<file path="src/rtl/sgd_pkg.sv">
package sgd_pkg;
  typedef enum logic [2:0] {
    S_IDLE, S_FETCH, S_RX_WAIT, S_RX_WR, S_WB, S_TX_RD, S_TX_SEND, S_DONE
  } sgd_state_e;

  // word slots inside one descriptor
  localparam logic [1:0] W_LINK = 2'd0;
  localparam logic [1:0] W_BUF  = 2'd1;
  localparam logic [1:0] W_SIZE = 2'd2;
  localparam logic [1:0] W_LEN  = 2'd3;
endpackage

</file>
<file path="src/rtl/sgd_lanes.sv">
module sgd_lanes #(
  parameter int DW = 32
) (
  input  logic [$clog2(DW/8)-1:0] sel,
  input  logic [7:0]              byte_in,
  input  logic [DW-1:0]           word_in,
  output logic [DW/8-1:0]         be,
  output logic [DW-1:0]           wdata,
  output logic [7:0]              byte_out
);
  localparam int NB = DW / 8;

  genvar g;
  generate
    for (g = 0; g < NB; g++) begin : g_lane
      assign be[g]           = (sel == g[$clog2(NB)-1:0]);
      assign wdata[8*g +: 8] = byte_in;
    end
  endgenerate

  always_comb begin
    byte_out = '0;
    for (int i = 0; i < NB; i++) begin
      if (be[i]) byte_out = word_in[8*i +: 8];
    end
  end
endmodule

</file>
<file path="src/rtl/sgd_count.sv">
module sgd_count #(
  parameter int LENW = 16
) (
  input  logic            clk,
  input  logic            rst_n,
  input  logic            clr,
  input  logic            inc,
  input  logic [LENW-1:0] limit,
  output logic [LENW-1:0] cnt,
  output logic            at_limit
);
  logic [LENW-1:0] cnt_d;
  logic            cnt_en;

  always_comb begin
    cnt_en = clr | inc;
    cnt_d  = clr ? '0 : cnt + LENW'(1);
  end

  always_ff @(posedge clk or negedge rst_n) begin
    if (!rst_n)      cnt <= '0;
    else if (cnt_en) cnt <= cnt_d;
  end

  assign at_limit = (cnt == limit);
endmodule

</file>
<file path="src/rtl/sgd_ctrl.sv">
module sgd_ctrl
  import sgd_pkg::*;
#(
  parameter int AW   = 32,
  parameter int DW   = 32,
  parameter int LENW = 16
) (
  input  logic            clk,
  input  logic            rst_n,
  input  logic            start_valid,
  input  logic [AW-1:0]   start_head,
  input  logic            start_dir,
  input  logic            mem_ack,
  input  logic [DW-1:0]   mem_rdata,
  input  logic [7:0]      lane_byte,
  input  logic            rx_valid,
  input  logic [7:0]      rx_data,
  input  logic            rx_last,
  input  logic            tx_ready,
  input  logic [LENW-1:0] cnt,
  input  logic            at_limit,
  output logic            mem_req,
  output logic            mem_we,
  output logic            mem_byte,
  output logic [AW-1:0]   mem_addr,
  output logic [LENW-1:0] size_q,
  output logic            cnt_clr,
  output logic            cnt_inc,
  output logic [7:0]      byte_q,
  output logic            rx_ready,
  output logic            tx_valid,
  output logic            tx_last,
  output logic            busy,
  output logic            irq,
  output logic            overflow
);
  localparam logic [AW-1:0] STRIDE = AW'(DW / 8);

  sgd_state_e      state_q, state_d;
  logic            dir_q, dir_d;
  logic [AW-1:0]   desc_q, desc_d;
  logic [AW-1:0]   link_q, link_d;
  logic [AW-1:0]   buf_q, buf_d;
  logic [LENW-1:0] size_d;
  logic [1:0]      idx_q, idx_d;
  logic [7:0]      byte_d;
  logic            eop_q, eop_d;
  logic            ovf_q, ovf_d;
  logic            chain_end;

  assign chain_end = (link_q == '0);

  always_comb begin
    state_d  = state_q;
    dir_d    = dir_q;
    desc_d   = desc_q;
    link_d   = link_q;
    buf_d    = buf_q;
    size_d   = size_q;
    idx_d    = idx_q;
    byte_d   = byte_q;
    eop_d    = eop_q;
    ovf_d    = ovf_q;
    mem_req  = 1'b0;
    mem_we   = 1'b0;
    mem_byte = 1'b0;
    mem_addr = desc_q + AW'(idx_q) * STRIDE;
    cnt_clr  = 1'b0;
    cnt_inc  = 1'b0;
    rx_ready = 1'b0;
    tx_valid = 1'b0;
    tx_last  = 1'b0;

    unique case (state_q)
      S_IDLE: begin
        if (start_valid) begin
          desc_d  = start_head;
          dir_d   = start_dir;
          idx_d   = W_LINK;
          eop_d   = 1'b0;
          ovf_d   = 1'b0;
          state_d = S_FETCH;
        end
      end
      S_FETCH: begin
        mem_req = 1'b1;
        if (mem_ack) begin
          unique case (idx_q)
            W_LINK:  link_d = AW'(mem_rdata);
            W_BUF:   buf_d  = AW'(mem_rdata);
            default: size_d = mem_rdata[LENW-1:0];
          endcase
          if (idx_q == W_SIZE) begin
            idx_d   = W_LINK;
            cnt_clr = 1'b1;
            state_d = dir_q ? S_TX_RD : S_RX_WAIT;
          end else begin
            idx_d = idx_q + 2'd1;
          end
        end
      end
      S_RX_WAIT: begin
        if (at_limit) begin
          state_d = S_WB;
        end else begin
          rx_ready = 1'b1;
          if (rx_valid) begin
            byte_d  = rx_data;
            eop_d   = rx_last;
            state_d = S_RX_WR;
          end
        end
      end
      S_RX_WR: begin
        mem_req  = 1'b1;
        mem_we   = 1'b1;
        mem_byte = 1'b1;
        mem_addr = buf_q + AW'(cnt);
        if (mem_ack) begin
          cnt_inc = 1'b1;
          state_d = eop_q ? S_WB : S_RX_WAIT;
        end
      end
      S_WB: begin
        mem_req  = 1'b1;
        mem_we   = 1'b1;
        mem_addr = desc_q + AW'(W_LEN) * STRIDE;
        if (mem_ack) begin
          if (eop_q) begin
            state_d = S_DONE;
          end else if (chain_end) begin
            ovf_d   = 1'b1;
            state_d = S_DONE;
          end else begin
            desc_d  = link_q;
            state_d = S_FETCH;
          end
        end
      end
      S_TX_RD: begin
        if (at_limit) begin
          if (chain_end) begin
            state_d = S_DONE;
          end else begin
            desc_d  = link_q;
            state_d = S_FETCH;
          end
        end else begin
          mem_req  = 1'b1;
          mem_byte = 1'b1;
          mem_addr = buf_q + AW'(cnt);
          if (mem_ack) begin
            byte_d  = lane_byte;
            state_d = S_TX_SEND;
          end
        end
      end
      S_TX_SEND: begin
        tx_valid = 1'b1;
        tx_last  = chain_end && ((cnt + LENW'(1)) == size_q);
        if (tx_ready) begin
          cnt_inc = 1'b1;
          state_d = S_TX_RD;
        end
      end
      S_DONE: state_d = S_IDLE;
      default: state_d = S_IDLE;
    endcase
  end

  always_ff @(posedge clk or negedge rst_n) begin
    if (!rst_n) begin
      state_q <= S_IDLE;
      dir_q   <= 1'b0;
      desc_q  <= '0;
      link_q  <= '0;
      buf_q   <= '0;
      size_q  <= '0;
      idx_q   <= W_LINK;
      byte_q  <= '0;
      eop_q   <= 1'b0;
      ovf_q   <= 1'b0;
    end else begin
      state_q <= state_d;
      dir_q   <= dir_d;
      desc_q  <= desc_d;
      link_q  <= link_d;
      buf_q   <= buf_d;
      size_q  <= size_d;
      idx_q   <= idx_d;
      byte_q  <= byte_d;
      eop_q   <= eop_d;
      ovf_q   <= ovf_d;
    end
  end

  assign busy     = (state_q != S_IDLE);
  assign irq      = (state_q == S_DONE);
  assign overflow = ovf_q;
endmodule

</file>
<file path="src/rtl/chain_dma.sv">
module chain_dma
  import sgd_pkg::*;
#(
  parameter int AW   = 32,
  parameter int DW   = 32,
  parameter int LENW = 16
) (
  input  logic            clk,
  input  logic            rst_n,
  input  logic            start_valid,
  input  logic [AW-1:0]   start_head,
  input  logic            start_dir,
  output logic            busy,
  output logic            overflow,
  output logic            irq,
  output logic            mem_req,
  output logic            mem_we,
  output logic [AW-1:0]   mem_addr,
  output logic [DW/8-1:0] mem_be,
  output logic [DW-1:0]   mem_wdata,
  input  logic            mem_ack,
  input  logic [DW-1:0]   mem_rdata,
  input  logic            rx_valid,
  input  logic [7:0]      rx_data,
  input  logic            rx_last,
  output logic            rx_ready,
  output logic            tx_valid,
  output logic [7:0]      tx_data,
  output logic            tx_last,
  input  logic            tx_ready
);
  localparam int NB = DW / 8;
  localparam int LB = $clog2(NB);

  logic [1:0]      rst_pipe;
  logic            rst_sync_n;
  logic            mem_byte;
  logic [LENW-1:0] cnt;
  logic [LENW-1:0] size_q;
  logic            at_limit;
  logic            cnt_clr;
  logic            cnt_inc;
  logic [7:0]      byte_q;
  logic [7:0]      lane_byte;
  logic [NB-1:0]   lane_be;
  logic [DW-1:0]   lane_wdata;

  always_ff @(posedge clk or negedge rst_n) begin
    if (!rst_n) rst_pipe <= '0;
    else        rst_pipe <= {rst_pipe[0], 1'b1};
  end
  assign rst_sync_n = rst_pipe[1];

  sgd_ctrl #(.AW(AW), .DW(DW), .LENW(LENW)) u_ctrl (
    .clk         (clk),
    .rst_n       (rst_sync_n),
    .start_valid (start_valid),
    .start_head  (start_head),
    .start_dir   (start_dir),
    .mem_ack     (mem_ack),
    .mem_rdata   (mem_rdata),
    .lane_byte   (lane_byte),
    .rx_valid    (rx_valid),
    .rx_data     (rx_data),
    .rx_last     (rx_last),
    .tx_ready    (tx_ready),
    .cnt         (cnt),
    .at_limit    (at_limit),
    .mem_req     (mem_req),
    .mem_we      (mem_we),
    .mem_byte    (mem_byte),
    .mem_addr    (mem_addr),
    .size_q      (size_q),
    .cnt_clr     (cnt_clr),
    .cnt_inc     (cnt_inc),
    .byte_q      (byte_q),
    .rx_ready    (rx_ready),
    .tx_valid    (tx_valid),
    .tx_last     (tx_last),
    .busy        (busy),
    .irq         (irq),
    .overflow    (overflow)
  );

  sgd_count #(.LENW(LENW)) u_count (
    .clk      (clk),
    .rst_n    (rst_sync_n),
    .clr      (cnt_clr),
    .inc      (cnt_inc),
    .limit    (size_q),
    .cnt      (cnt),
    .at_limit (at_limit)
  );

  sgd_lanes #(.DW(DW)) u_lanes (
    .sel      (mem_addr[LB-1:0]),
    .byte_in  (byte_q),
    .word_in  (mem_rdata),
    .be       (lane_be),
    .wdata    (lane_wdata),
    .byte_out (lane_byte)
  );

  assign mem_be    = mem_byte ? lane_be : '1;
  assign mem_wdata = mem_byte ? lane_wdata : DW'(cnt);
  assign tx_data   = byte_q;
endmodule

</file>
<file path="config.mk">
export PLATFORM = sky130hd
export DESIGN_NAME = chain_dma
export DESIGN_NICKNAME = d
export VERILOG_FILES = /design/src/rtl/sgd_pkg.sv /design/src/rtl/sgd_lanes.sv /design/src/rtl/sgd_count.sv /design/src/rtl/sgd_ctrl.sv /design/src/rtl/chain_dma.sv
export SDC_FILE = /design/constraint.sdc
export NUM_CORES = 1
export LEC_CHECK = 0
export BUFFER_PORTS_ARGS = -buffer_cell sky130_fd_sc_hd__clkbuf_2
export CAP_MARGIN = 10
export CORE_MARGIN = 8
export CORE_UTILIZATION = 30
export DETAILED_ROUTE_END_ITERATION = 6
export PLACE_DENSITY_LB_ADDON = 0.3
export SYNTH_ARGS = -nofsm -noshare
export SYNTH_HDL_FRONTEND = slang
export SYNTH_SLANG_ARGS = --single-unit
</file>
<file path="constraint.sdc">
create_clock -name clk -period 5.7 [get_ports clk]
set_input_delay 1.14 -clock clk [delete_from_list [all_inputs] [get_ports clk]]
set_output_delay 1.14 -clock clk [all_outputs]
set_load 0.03 [all_outputs]
</file>
======== Word-level counts from Yosys, hierarchy flattened ========
Index checks and enable logic that the tools add are counted.
storage, ports and cells
  register bits ........................... 146
  bits of input ports ..................... 80
  word-level logic and storage cells ...... 132
operators by class
  add/sub/neg operators ................... 5
  equality and inequality tests ........... 29
  mux-type cells .......................... 60
  bitwise gates (word level) .............. 2
  reduce and logical (&&, ||, !) cells .... 24
operators with widths
  kind                     count
  $mux W32                 7
  $pmux W32 S3             2
  $mux W8                  8
  $mux W3                  14
  $add A32 B16 Y32         1
  $add A32 B4 Y32          1
  $add A32 B4 Y32 const B  1
  $eq A16 B16 Y1           2
  $logic_not A32 Y1        1
  $pmux W3 S8              1
  $ne A2 B2 Y1 const B     11
  $add A16 B1 Y16 const B  1
  $mux W1                  16
  $mux W16                 1
  $pmux W8 S2              1
  $reduce_and A5 Y1        3
  $eq A3 B3 Y1 const B     4
  $reduce_and A3 Y1        4
  $pmux W1 S2              5
  $reduce_and A8 Y1        1
  $reduce_bool A2 Y1       4
  $eq A2 B2 Y1 const B     3
  $eq A3 B2 Y1 const B     2
  $mux W2                  3
  17 further kinds         23

======== Logic depth before layout (Yosys ltp) ========
Gate-level depths: netlist of the first run.
  word-level depth ........................ 11
  mapped depth ............................ 10
  gate-level depth less buffers ........... 10

======== Modules after synthesis ========
A second synthesis of the first run with hierarchy kept.
second synthesis, totals
  cell total of the unflattened synthesis .. 1140
  area total of the unflattened synthesis .. 10351.2 sq um
by module, submodules not included
  module     times used  cells an instance  area each (sq um)
  sgd_ctrl   1           947                8420.6
  sgd_count  1           104                1024.7
  sgd_lanes  1           46                 467.9
  chain_dma  1           43                 437.9

======== Worst setup path before layout of the first run ========
No wires, ideal clock.
  kind .................................... reg2out
  start point ............................. register u_count.cnt[9]
  end point ............................... output port mem_addr[30]
  arrival time ............................ 3.240 ns
  slack ................................... 1.320 ns
  cell stages (with the launch flop) ...... 9
  buffers on the path ..................... 2
  cell sequence ........................... dfrtp_1 -> buf_6 -> xor2_1 -> or4_4 -> nor4_2 -> a31oi_1 -> clkbuf_1 -> o31a_1 -> o311ai_0
between the ends
  word-level cells in the longest chain between the ends .. 3
  elaborated cells on any way between the ends .. 4
ends and longest elaborated chain
  item                                                line                                               RTL
  from (decl)                                         sgd_count.sv:9                                     output logic [LENW-1:0] cnt,
  from (signal assigned)                              sgd_count.sv:22                                    else if (cnt_en) cnt <= cnt_d;
  $add A32 B16 Y32 or $eq A16 B16 Y1 (tied branches)  sgd_ctrl.sv:118, sgd_ctrl.sv:151, sgd_count.sv:25
  $mux W32                                            sgd_ctrl.sv:141                                    if (at_limit) begin
  $pmux W32 S3 *                                      sgd_ctrl.sv:74                                     unique case (state_q)
  to (decl)                                           chain_dma.sv:18                                    output logic [AW-1:0] mem_addr,
Mark *: on every way between the ends. The rest lies on a longest branch, timed or not.

======== Final worst setup path of the first run ========
  start point ............................. register u_count.cnt[12]
  end point ............................... output port mem_addr[24]
The elaborated chain is that of the path after synthesis.

==> summary by stage, run 1 <==
Yosys
Counting every instance in the synthesized netlist gives 1197. The mean instance size in the synthesized netlist is 8.67 um2. After synthesis, the netlist uses 77 different library cells. The biggest area contributor in the post-synthesis netlist is dfrtp_1. During synthesis, Yosys emitted a total of 0 warnings. The number of enable flip-flop cells after synthesis is 0. The area fraction of the dominant cell type after synthesis is 0.352.

Counting flops and latches in the post-synthesis netlist gives 146. The most used flip-flop cell after synthesis is dfrtp_1. The proportion of synthesized chip area in sequential cells is 0.352. The number of nets in the synthesized netlist is 1299. The post-synthesis async set-or-reset flop share is 1.00. The post-synthesis cell area is 10400 um2. By area the synthesized netlist is led by dfrtp_1 35%, mux2_2 9.3%, nand2_1 7.2%.

Clock tree
The maximum count of clock buffers along a single path is 2. The post-CTS repair timing setup buffer count is 0. The clock transition at the register clock pins on the worst setup and hold paths after CTS is 0.07 ns. For this design, the CTS-stage hold fixing added 0 buffers.

The clock sink total is 146. The number of buffers inserted during clock tree synthesis is 17. In this run, post-CTS repair resized a total of 0 instances. TritonCTS built the clock tree. In this run the number of H-tree levels came out at 4. At the later pin of the worst-skew pair, clock insertion delay measures 0.44 ns.

The cell sitting at the root of the clock tree is a clkbuf_16.

Worst setup path
The data arrival time at the worst-slack endpoint is 3.97 ns. For the worst flop-to-flop path, the logic depth is 8. The setup check on the worst reg-to-reg path leaves a slack of 2.05 ns. Tracing the worst setup path back leads to its startpoint at u_count.cnt[12]$_DFFE_PN0P_.

The critical setup path kind is reg -> out. The nature of the critical path endpoint is a primary output. The start of the worst register-to-register path is u_count.cnt[12]$_DFFE_PN0P_.

The largest fanout of any net on the critical path is 13. The worst setup path is launched from a flop. The endpoint required time on the critical path is 4.56 ns.

Outcome
The flow ran to the end, and the final reports show no timing, DRC or antenna violations.

Route
Dividing the detail-routed wire length by the instance count gives 22.8 um. The routed layout has 10200 vias. The total wire length is 41000 um.

Before antenna repair, the detailed router went through 7 iterations. The DRC violations left is 0. The antenna violation net count after detailed routing is 0.

The first-iteration detailed-routing DRC count is 1262. The number of vias per cell is 5.66.

Timing
The maximum clock rate is 196 MHz. The final-layout setup total negative slack is 0 ns. The clock period could shrink to 5.11 ns. Dividing the final minimum period by the clock period gives 0.897. Setup repair after global routing left no endpoint under its margin. For the final database, setup skew stands at 0.0150 ns. Headroom to the max-slew limit came out at 0.138.

At the pin with the least slew margin, the transition time is 1.29 ns. The final setup violation count is 0. The count of pins over their slew limit is 0.

The final hold violation count is 0.

Floorplanning
The core region is 34300 um2. In this run the core area contains 68 standard-cell rows. The horizontal extent of the die is 202 um. The initial utilization of the core area, before any placement, comes to 0.303. The total die area is 40800 um2.

Measured along the y axis, the die boundary spans 202 um. During I/O placement, the number of pins put on the boundary was 164.

Placed design
Once placement finished, the instance area stood at 11600 um2. At the end of routability-driven placement, the weighted congestion stood at 0.905. The number of buffer cells added on primary ports is 163. Detailed placement finished with a half-perimeter wire length of 31700 um.

Finish
In the final design database the tool counted 1432 nets. The multi-input combinational cells in the finished layout cover a total of 6240 um2. Of the cells placed in the final design, the portion with a size suffix greater than 1 is 0.249. Registers take 3660 um2. The finished cells cover 12300 um2.

The growth of design area from synthesis to finish is 18.0%. The layout has 3566 filler cells.

GRT
Summed over all layers, the global routing overflow is 0. The first-pass GRT wire length is 61600 um. In the global route stage, overall resource usage came out at 0.194. The via count of the first global-routing pass is 9818. Entering global routing, the biggest net connects 59 pins.

The initial antenna violation count is 2.

Power and ir drop
The power density relative to cell area is 618 nW/um2. VDD sags by at most 0.253 mV. The design draws 7570 uW. The cell leakage power is 0.00555 uW.

Min path
The startpoint identified for the worst hold timing path is rst_pipe[0]$_DFF_PN0_. The min-delay analysis places its worst path in the category reg -> reg. The worst hold path cell count is 0.

Run
Max-cap violations in this run came to 0.
## Yosys cell counts (15+ instances only)
cell	count
a21oi_1	55
a31oi_1	18
and2_1	15
clkbuf_1	51
dfrtp_1	146
ha_1	20
inv_1	41
mux2_1	23
mux2_2	86
mux2i_1	30
nand2_1	200
nand3_1	34
nand4_1	25
nor2_1	70
nor3_1	37
o21ai_0	62
xnor2_1	33
xor2_1	24
## power breakdown
| part | leakage, uW | switching, uW | internal (uW) |
|---|---|---|---|
| logic | 0.00341 | 2760 | 1500 |
| clock network | 0.000309 | 533 | 684 |
| registers | 0.00182 | 627 | 1480 |
| total | 0.00555 | 3920 | 3650 |
## worst paths after layout
path,to
min in group asynchronous,u_ctrl.link_q[19]$_DFFE_PN0P_
max reg2reg,u_ctrl.desc_q[20]$_DFFE_PN0P_
max in group asynchronous,u_ctrl.buf_q[8]$_DFFE_PN0P_
min reg2reg,rst_pipe[1]$_DFF_PN0_
max,mem_addr[24]
min,rst_pipe[1]$_DFF_PN0_
## registers in the layout, indices dropped and copies added (netlist names)
name,count
u_ctrl.buf_q,32
u_ctrl.state_q,3
u_ctrl.eop_q,1
u_ctrl.link_q,32
u_ctrl.byte_q,8
u_ctrl.dir_q,1
rst_pipe,2
u_ctrl.idx_q,2
u_ctrl.desc_q,32
u_count.cnt,16
u_ctrl.size_q,16
u_ctrl.overflow,1
## metrics by stage
stage,std cells,worst slack [ns],hold slack [ns],util
floorplan,1197,1.32,0.331,-
global placement,1766,1.21,0.335,0.339
detailed placement,1766,1.18,0.348,0.339
CTS,1798,0.681,0.364,0.357
global route,1799,0.439,0.364,0.357
finish,1799,0.590,0.357,0.357
## routing by layer
layer,share of wire,vias up,wire (um),global-route usage
li1,-,4611,-,-
met1,0.46,5025,18900,0.281
met2,0.44,504,18100,0.294
met4,0.019,2,783,0.0532
met3,0.077,49,3140,0.0335
met5,0.00032,-,13,0
## area by class of cell
cell class,count,share of cell area
Antenna cell,1,0.000204
Clock buffer,18,0.0358
Clock inverter,14,0.0151
Inverter,41,0.0126
Multi-Input combinational cell,936,0.509
Sequential cell,146,0.298
Tap cell,455,0.0465
Timing Repair Buffer,188,0.0819
## cell families (layout without fill, tap and decap cells)
| group | Yosys count | after routing | share of synthesized area |
|---|---|---|---|
| adder cells (fa/ha/maj) | 22 | 22 | 0.0280 |
| flip-flops | 146 | 146 | 0.352 |
| AO/OA/AOI/OAI | 263 | 263 | 0.170 |
| multiplexers | 140 | 140 | 0.149 |
| buffers and inverters | 115 | 261 | 0.0482 |
| XOR/XNOR | 57 | 57 | 0.0481 |
| AND/OR/NAND/NOR | 453 | 453 | 0.205 |
| other | 1 | 2 | 0.000361 |
## critical path, cell delays in order (launching register included)
cell and delay, ns:
dfrtp_1 0.54, xor2_1 0.21, or4_4 0.52, nor4_2 0.21, a31oi_1 0.47, buf_4 0.34
o31ai_2 0.58, o21ai_0 0.24, o221ai_1 0.15, clkbuf_2 0.26
## cells in the final DEF, fill, tap and decap left out, types with 6 or more instances in the layout
| cell | n |
|---|---|
| a31oi_1 | 18 |
| and3_1 | 14 |
| mux2_2 | 86 |
| xor2_1 | 24 |
| a221o_1 | 6 |
| nor3_1 | 36 |
| a211oi_1 | 9 |
| o21ai_0 | 62 |
| and2_1 | 15 |
| nand3_1 | 34 |
| o211ai_1 | 6 |
| xnor2_1 | 33 |
| mux2i_1 | 30 |
| nor2_1 | 69 |
| or2_2 | 7 |
| clkbuf_16 | 17 |
| o31ai_1 | 10 |
| clkbuf_2 | 163 |
| dfrtp_1 | 145 |
| nor3b_1 | 6 |
| nand2_1 | 200 |
| inv_1 | 41 |
| nor4_1 | 13 |
| a221oi_1 | 10 |
| a21o_1 | 13 |
| nand4_1 | 25 |
| o221ai_1 | 8 |
| a2111oi_0 | 7 |
| a21oi_1 | 55 |
| buf_4 | 25 |
| ha_1 | 20 |
| mux2_1 | 23 |
| o22ai_1 | 9 |
Power figures use the tool's default switching activity.
==> run 2, diff against run 1 <==
- CORE_UTILIZATION: 30 -> 58
==> run 2 against run 1 <==
Fmax increased by 2.0%. Clock-buffer cell count unchanged. Total power fell by 2.9%. Worst hold slack got worse by 0.11 ns. Clock skew grew 0.0016 ns. Final cell count shrank 13%. Cell area down 2.8%. Die area decreased by 45%. Sequential power about the same.
==> summary by stage, run 2 (same netlist as run 1, synthesis figures left out) <==
Timing
The final hold violation count is 0 (unchanged). Setup repair after global routing left no endpoint under its margin. The worst relative slew slack came to 0.313 (+0.175). The maximum clock rate is 200 MHz (+2.0%). The measured slew at the worst slew-check pin is 1.03 ns (-0.260 ns). The count of pins over their slew limit was 0 (unchanged). The final setup skew was 0.0167 ns (+0.00165 ns). The post-route clock period utilization is 0.879 (-0.0172). The minimum hold slack is 0.250 ns (-0.108 ns). The minimum clock period is 5.01 ns (-0.0981 ns). The slack of the critical path is 0.688 ns (+0.0981 ns).

The final-layout setup total negative slack was 0 ns (unchanged). The final setup violation count is 0 (unchanged).

Route
The routed wirelength normalized by instance count is 22.7 um (-0.57%). The antenna violation net count after detailed routing is 0 (unchanged). The first-iteration detailed-routing DRC count is 1287 (+2.0%). The number of optimization iterations in the first detailed-route pass was 6 (-1).

The via count is 10400 (+1.6%). The DRC violations left is 0 (unchanged). The number of vias per cell came to 6.60 (+16%). The total wire length came to 35600 um (-13%).

Finish
In the layout the commonest cells are 200 x nand2_1, 163 x clkbuf_2, 145 x dfrtp_1, 86 x mux2_2, 69 x nor2_1. The leading cell type in the layout, fill and taps excluded is nand2_1. The final-stage net count was 1430 (-0.14%).

Compared with the post-synthesis result, the final layout area differs by 14.7%. In the final layout, the registers with the most flip-flops are u_ctrl.buf_q: 32 flops, u_ctrl.desc_q: 32 flops, u_ctrl.link_q: 32 flops. The antenna diode count is 0 (-1).

The fraction of final layout cells sized beyond drive strength 1 is 0.247 (-0.00187).

Placed design
The setup slack at placement was 1.23 ns (+0.0564 ns). The number of buffer cells added on primary ports came to 163 (unchanged). The detailed placement HPWL is 27000 um (-15%). The global placement routability congestion came to 0.982 (+8.5%).

GRT
The met2 track utilization from global routing was 0.473 (+0.179). The via count of the first global-routing pass is 9840 (+0.22%). The largest net degree at the start of global routing was 66 (+12%).

The residual overflow from global routing is 0 (unchanged). The met3 track utilization from global routing is 0.0665 (+0.0331). The overall fraction of global-route tracks in use came to 0.317 (+0.122). The met1 routing resource usage after global routing is 0.436 (+0.155). The first-pass GRT wire length is 55100 um (-11%). The most crowded layer after global routing is met2. The initial antenna violation count was 0 (-2).

Clock tree
The maximum count of clock buffers along a single path is 2 (unchanged). The buffer type at the clock tree root is clkbuf_16. The number of buffers inserted during clock tree synthesis is 17 (unchanged). The clock sink total is 146 (unchanged).

The quantity of gates resized following cts is 0 (unchanged). The cts-stage hold buffer count is 0 (unchanged). The deepest level of the CTS H-tree is 4 (unchanged).

The clock transition at the register clock pins on the worst setup and hold paths after CTS is 0.07 ns (about the same). The post-CTS repair timing setup buffer count came to 0 (unchanged). The clock tree from TritonCTS is done. The source-to-sink clock delay at the later pin of the worst-skew pair is 0.44 ns (about the same).

Power and ir drop
The worst IR drop on VDD is 0.412 mV (+63%). The power density relative to cell area is 618 nW/um2 (about the same). The cell leakage power is 0.00552 uW (-0.56%). The portion of total power attributed to sequential cells is 0.288 (+0.010).

The clock share of power is 0.153 (-0.008). The switching power as a share of total power came to 0.512 (-0.00501). The share of total power in combinational logic is 0.559 (-0.003). The cell-internal power is 3590 uW (-1.9%). The sum of internal, switching and leakage power was 7350 uW (-2.9%). The net switching power of the design was 3770 uW (-3.8%).

Floorplanning
The number of ports placed on the die boundary was 164 (unchanged). The total die area is 22400 um2 (-45%). The effective utilization at floorplan is 0.584 (+0.281). The vertical die dimension is 150 um (-26%). The horizontal extent of the die is 150 um (-26%). The placeable core region is 17800 um2 (-48%). The number of cell rows is 49 (-28%).

Outcome
The flow ran to the end, and the final reports show no timing, DRC or antenna violations.

Worst setup path
The data arrival time at the worst-slack endpoint is 3.87 ns (-0.10 ns). The startpoint identified for the worst register-to-register timing path is u_count.cnt[12]$_DFFE_PN0P_. The endpoint required time on the critical path came to 4.56 ns (about the same). The nature of the critical path startpoint is a flop. The largest fanout of any net on the critical path is 16 (+3).

The critical path starts at u_count.cnt[12]$_DFFE_PN0P_. The critical setup path kind is reg -> out. STA classifies the critical path endpoint as a primary output.

Run
The number of violations of the max-capacitance limit is 0 (unchanged).

Min path
The worst hold path belongs to the class reg -> async.
## run 2: cell types whose count changed in the layout (fill, tap and decap cells not counted), sizes merged
cell      before  now
clkinvlp       0    1
inv           51   49
buf           25   23
clkinv         2    4
bufinv         2    1
diode          1    0
## run 2: layer usage
layer | vias to the layer above | routed length [um]
met5 | - | 0
met4 | 0 | 1320
met3 | 102 | 4250
met2 | 696 | 15600
met1 | 4960 | 14400
li1 | 4599 | -
## run 2: through the flow
| step | instance area (um2) | instances | utilization |
|---|---|---|---|
| 2_1_floorplan | 10400 | 1197 | - |
| 3_3_place_gp | 11300 | 1538 | 0.637 |
| 3_5_place_dp | 11300 | 1538 | 0.637 |
| 4_1_cts | 11900 | 1570 | 0.670 |
| 5_1_grt | 11900 | 1570 | 0.670 |
| 6_report | 11900 | 1570 | 0.670 |
## run 2: cell type report
cell class              instances  area, um2
multi-input cells             936       6240
inverters                      41        154
well taps                     229        287
fillers                      1483       5880
clock buffers                  18        439
repair buffers                186        988
clock inverters                14        143
flip-flops and latches        146       3660
## run 2: critical path, stage by stage, from the launching register on
cell	delay [ns]
dfrtp_1	0.53
xor2_1	0.21
or4_4	0.51
nor4_2	0.16
buf_4	0.25
a31oi_1	0.10
buf_4	0.25
o31ai_1	0.68
o21ai_0	0.29
o311ai_0	0.17
clkbuf_2	0.28
## run 2: final timing paths
| kind | slack, ns | end | cells after the start |
|---|---|---|---|
| min in group clk | 0.36 | rst_pipe[1]$_DFF_PN0_ | 0 |
| setup reg to reg | 2.01 | u_ctrl.desc_q[31]$_DFFE_PN0P_ | 8 |
| hold / removal | 0.25 | u_ctrl.byte_q[2]$_DFFE_PN0P_ | 0 |
| max in group asynchronous | 4.28 | u_ctrl.desc_q[12]$_DFFE_PN0P_ | 1 |
| hold reg to reg | 0.25 | u_ctrl.byte_q[2]$_DFFE_PN0P_ | 0 |
| setup / recovery | 0.69 | mem_addr[30] | 10 |
## run 2: power by group through the flow
| stage | sequential [uW] | combinational (uW) | clock, uW |
|---|---|---|---|
| 2_1_floorplan | 1840 | 3020 | 0 |
| 3_3_place_gp | 2080 | 3970 | 0 |
| 3_5_place_dp | 2100 | 4030 | 0 |
| 4_1_cts | 2080 | 4050 | 1130 |
| 5_1_grt | 2170 | 4400 | 1170 |
| 6_report | 2120 | 4110 | 1130 |
==> run 3, diff against run 2 <==
- PLACE_DENSITY_LB_ADDON: 0.3 -> 0.08
==> run 3 against run 2 <==
Cell area rose by 0.29%. Fmax down 0.47%. Worst setup slack lost 0.024 ns. Non-clock buffer count is 2 lower. Critical endpoint is now mem_wdata[15].
==> summary by stage, run 3 (same netlist as run 1, synthesis figures left out) <==
Clock tree
The deepest level of the CTS H-tree is 4 (unchanged). The maximum count of clock buffers along a single path is 2 (unchanged). The source-to-sink clock delay at the later pin of the worst-skew pair is 0.44 ns (about the same). The quantity of gates resized following cts was 0 (unchanged).

The cts-stage hold buffer count came to 0 (unchanged). The clock transition at the register clock pins on the worst setup and hold paths after CTS is 0.08 ns (about the same). The clock tree from TritonCTS is done. The number of buffers inserted during clock tree synthesis is 17 (unchanged).

The root buffer cell chosen for the clock tree is clkbuf_16. The clock sink total came to 146 (unchanged). The post-CTS repair timing setup buffer count is 0 (unchanged).

Placed design
The number of buffer cells added on primary ports is 163 (unchanged). The placed cell count is 1536 (-0.13%). The global placement routability congestion is 1.02 (+3.4%).

The detailed placement HPWL was 27300 um (+1.0%).

Min path
The path with the worst hold slack has its endpoint at rst_pipe[1]$_DFF_PN0_. The worst hold path belongs to the class reg -> reg. The worst hold path cell count is 0. The startpoint identified for the worst hold timing path is rst_pipe[0]$_DFF_PN0_.

Floorplanning
The number of cell rows is 49 (unchanged). The total die area is 22400 um2 (unchanged). The placeable core region is 17800 um2 (unchanged). The effective utilization at floorplan was 0.584 (unchanged). The vertical die dimension is 150 um (unchanged). The horizontal extent of the die is 150 um (unchanged). The number of ports placed on the die boundary is 164 (unchanged).

GRT
The largest net degree at the start of global routing is 79 (+20%). The overall fraction of global-route tracks in use came to 0.324 (+0.00753). The via count of the first global-routing pass came to 9729 (-1.1%). The residual overflow from global routing came to 0 (unchanged). The initial antenna violation count is 0 (unchanged). The first-pass GRT wire length came to 56100 um (+1.7%).

Worst setup path
The largest fanout of any net on the critical path is 22 (+6). The minimum setup slack among reg-to-reg paths was 1.92 ns (-0.09 ns). The start of the worst register-to-register path is u_count.cnt[9]$_DFFE_PN0P_. The critical setup path kind is reg -> out. The reg-to-reg endpoint is u_ctrl.desc_q[31]$_DFFE_PN0P_. STA classifies the critical path startpoint as a flop. The endpoint required time on the critical path is 4.56 ns (about the same).

The data arrival time at the worst-slack endpoint is 3.90 ns (+0.03 ns). The critical path startpoint is u_count.cnt[9]$_DFFE_PN0P_. The nature of the critical path endpoint is a primary output.

The depth of the most critical reg-to-reg path is 8 (unchanged).

Timing
The measured slew at the worst slew-check pin is 1.00 ns (-0.0236 ns). Setup repair after global routing left no endpoint under its margin. The final hold violation count was 0 (unchanged). The minimum clock period is 5.04 ns (+0.0239 ns). The maximum clock rate is 199 MHz (-0.47%). The post-route clock period utilization is 0.883 (+0.00419). The final setup skew is 0.0135 ns (-0.00314 ns). The worst relative slew slack was 0.331 (+0.0183).

The final setup violation count came to 0 (unchanged). The count of pins over their slew limit was 0 (unchanged). The final-layout setup total negative slack is 0 ns (unchanged).

Route
The number of vias per cell is 6.48 (-1.8%). The via count was 10200 (-1.9%). The total wire length is 36200 um (+1.8%).

The first-iteration detailed-routing DRC count is 1019 (-21%). The number of optimization iterations in the first detailed-route pass came to 6 (unchanged). The antenna violation net count after detailed routing came to 0 (unchanged). The routed wirelength normalized by instance count is 23.1 um (+1.9%). The DRC violations left is 0 (unchanged).

Finish
Leaving out fill and tap cells, the most frequent cell in the layout is nand2_1. In the layout the commonest cells are 200 x nand2_1, 163 x clkbuf_2, 145 x dfrtp_1, 86 x mux2_2, 69 x nor2_1. The antenna diode count is 0 (unchanged).

From synthesis to final layout, the design area changed by 15.0%. The filler cell count is 1525 (+2.8%). The largest registers in the layout are u_ctrl.buf_q: 32 flops, u_ctrl.desc_q: 32 flops, u_ctrl.link_q: 32 flops. The final-stage net count is 1428 (-0.14%). The number of standard cells in the layout, taps in and fillers out is 1568 (-0.13%). The fraction of final layout cells sized beyond drive strength 1 is 0.246 (-0.000378).

Power and ir drop
The worst IR drop on VDD was 0.420 mV (+2.0%). The cell leakage power is 0.00553 uW (+0.18%). The power density relative to cell area is 623 nW/um2 (+0.81%).

Outcome
The run finished with clean final reports.

Run
The number of violations of the max-capacitance limit is 0 (unchanged).
==> run 3: cell count changes in the layout (fill, tap and decap cells not counted), sizes merged <==
cell	previous run	this run
clkbuf	181	180
buf	23	21
clkinvlp	1	0
clkinv	4	6
==> run 3: worst max path at each step <==
stage                          endpoint  depth (start not counted)
after floorplan            mem_addr[30]                          8
after detailed placement  mem_wdata[15]                         10
after global routing      mem_wdata[15]                         10
after CTS                 mem_wdata[15]                         10
after global placement          tx_last                          8
final                     mem_wdata[15]                         10
==> run 3: area by class of cell <==
class                   count  area, um2  area share
multi-input cells         936       6240       0.523
flip-flops and latches    146       3660       0.306
repair buffers            184        973      0.0815
clock buffers              17        425      0.0356
well taps                 229        287      0.0240
clock inverters            15        200      0.0168
inverters                  41        154      0.0129
==> run 3: per-stage QoR <==
stage / area (um2) / utilization / hold slack [ns] / worst slack [ns] / total power, uW
2_1_floorplan: 10400 / - / 0.331 / 1.32 / 4850
3_3_place_gp: 11300 / 0.636 / 0.337 / 1.20 / 6090
3_5_place_dp: 11300 / 0.636 / 0.336 / 1.23 / 6150
4_1_cts: 11900 / 0.671 / 0.365 / 0.707 / 7350
5_1_grt: 11900 / 0.671 / 0.375 / 0.428 / 7820
6_report: 11900 / 0.671 / 0.365 / 0.664 / 7440
==> run 3: power breakdown <==
part	switching, uW	total [uW]	internal, uW
clock network	555	1190	639
logic	2610	4090	1480
registers	674	2150	1470
==> run 3: worst max-delay path: stages, from the launching register on <==
cell and delay, ns:
dfrtp_1 0.52, xor2_1 0.21, or4_4 0.57, nor4_2 0.33, a21oi_2 0.10, buf_4 0.21, nor2_2 0.76, buf_4 0.37
nand2_1 0.09, nand2_1 0.09, clkbuf_2 0.21
==> run 3: per-layer routing <==
layer / global-route usage / wire length, um / part of all wire / vias to the layer above
met5: 0 / 0 / 0 / -
met4: 0.104 / 1030 / 0.028 / 0
met3: 0.0780 / 4120 / 0.11 / 72
met2: 0.479 / 15600 / 0.43 / 662
met1: 0.459 / 15500 / 0.43 / 4832
li1: - / - / - / 4594
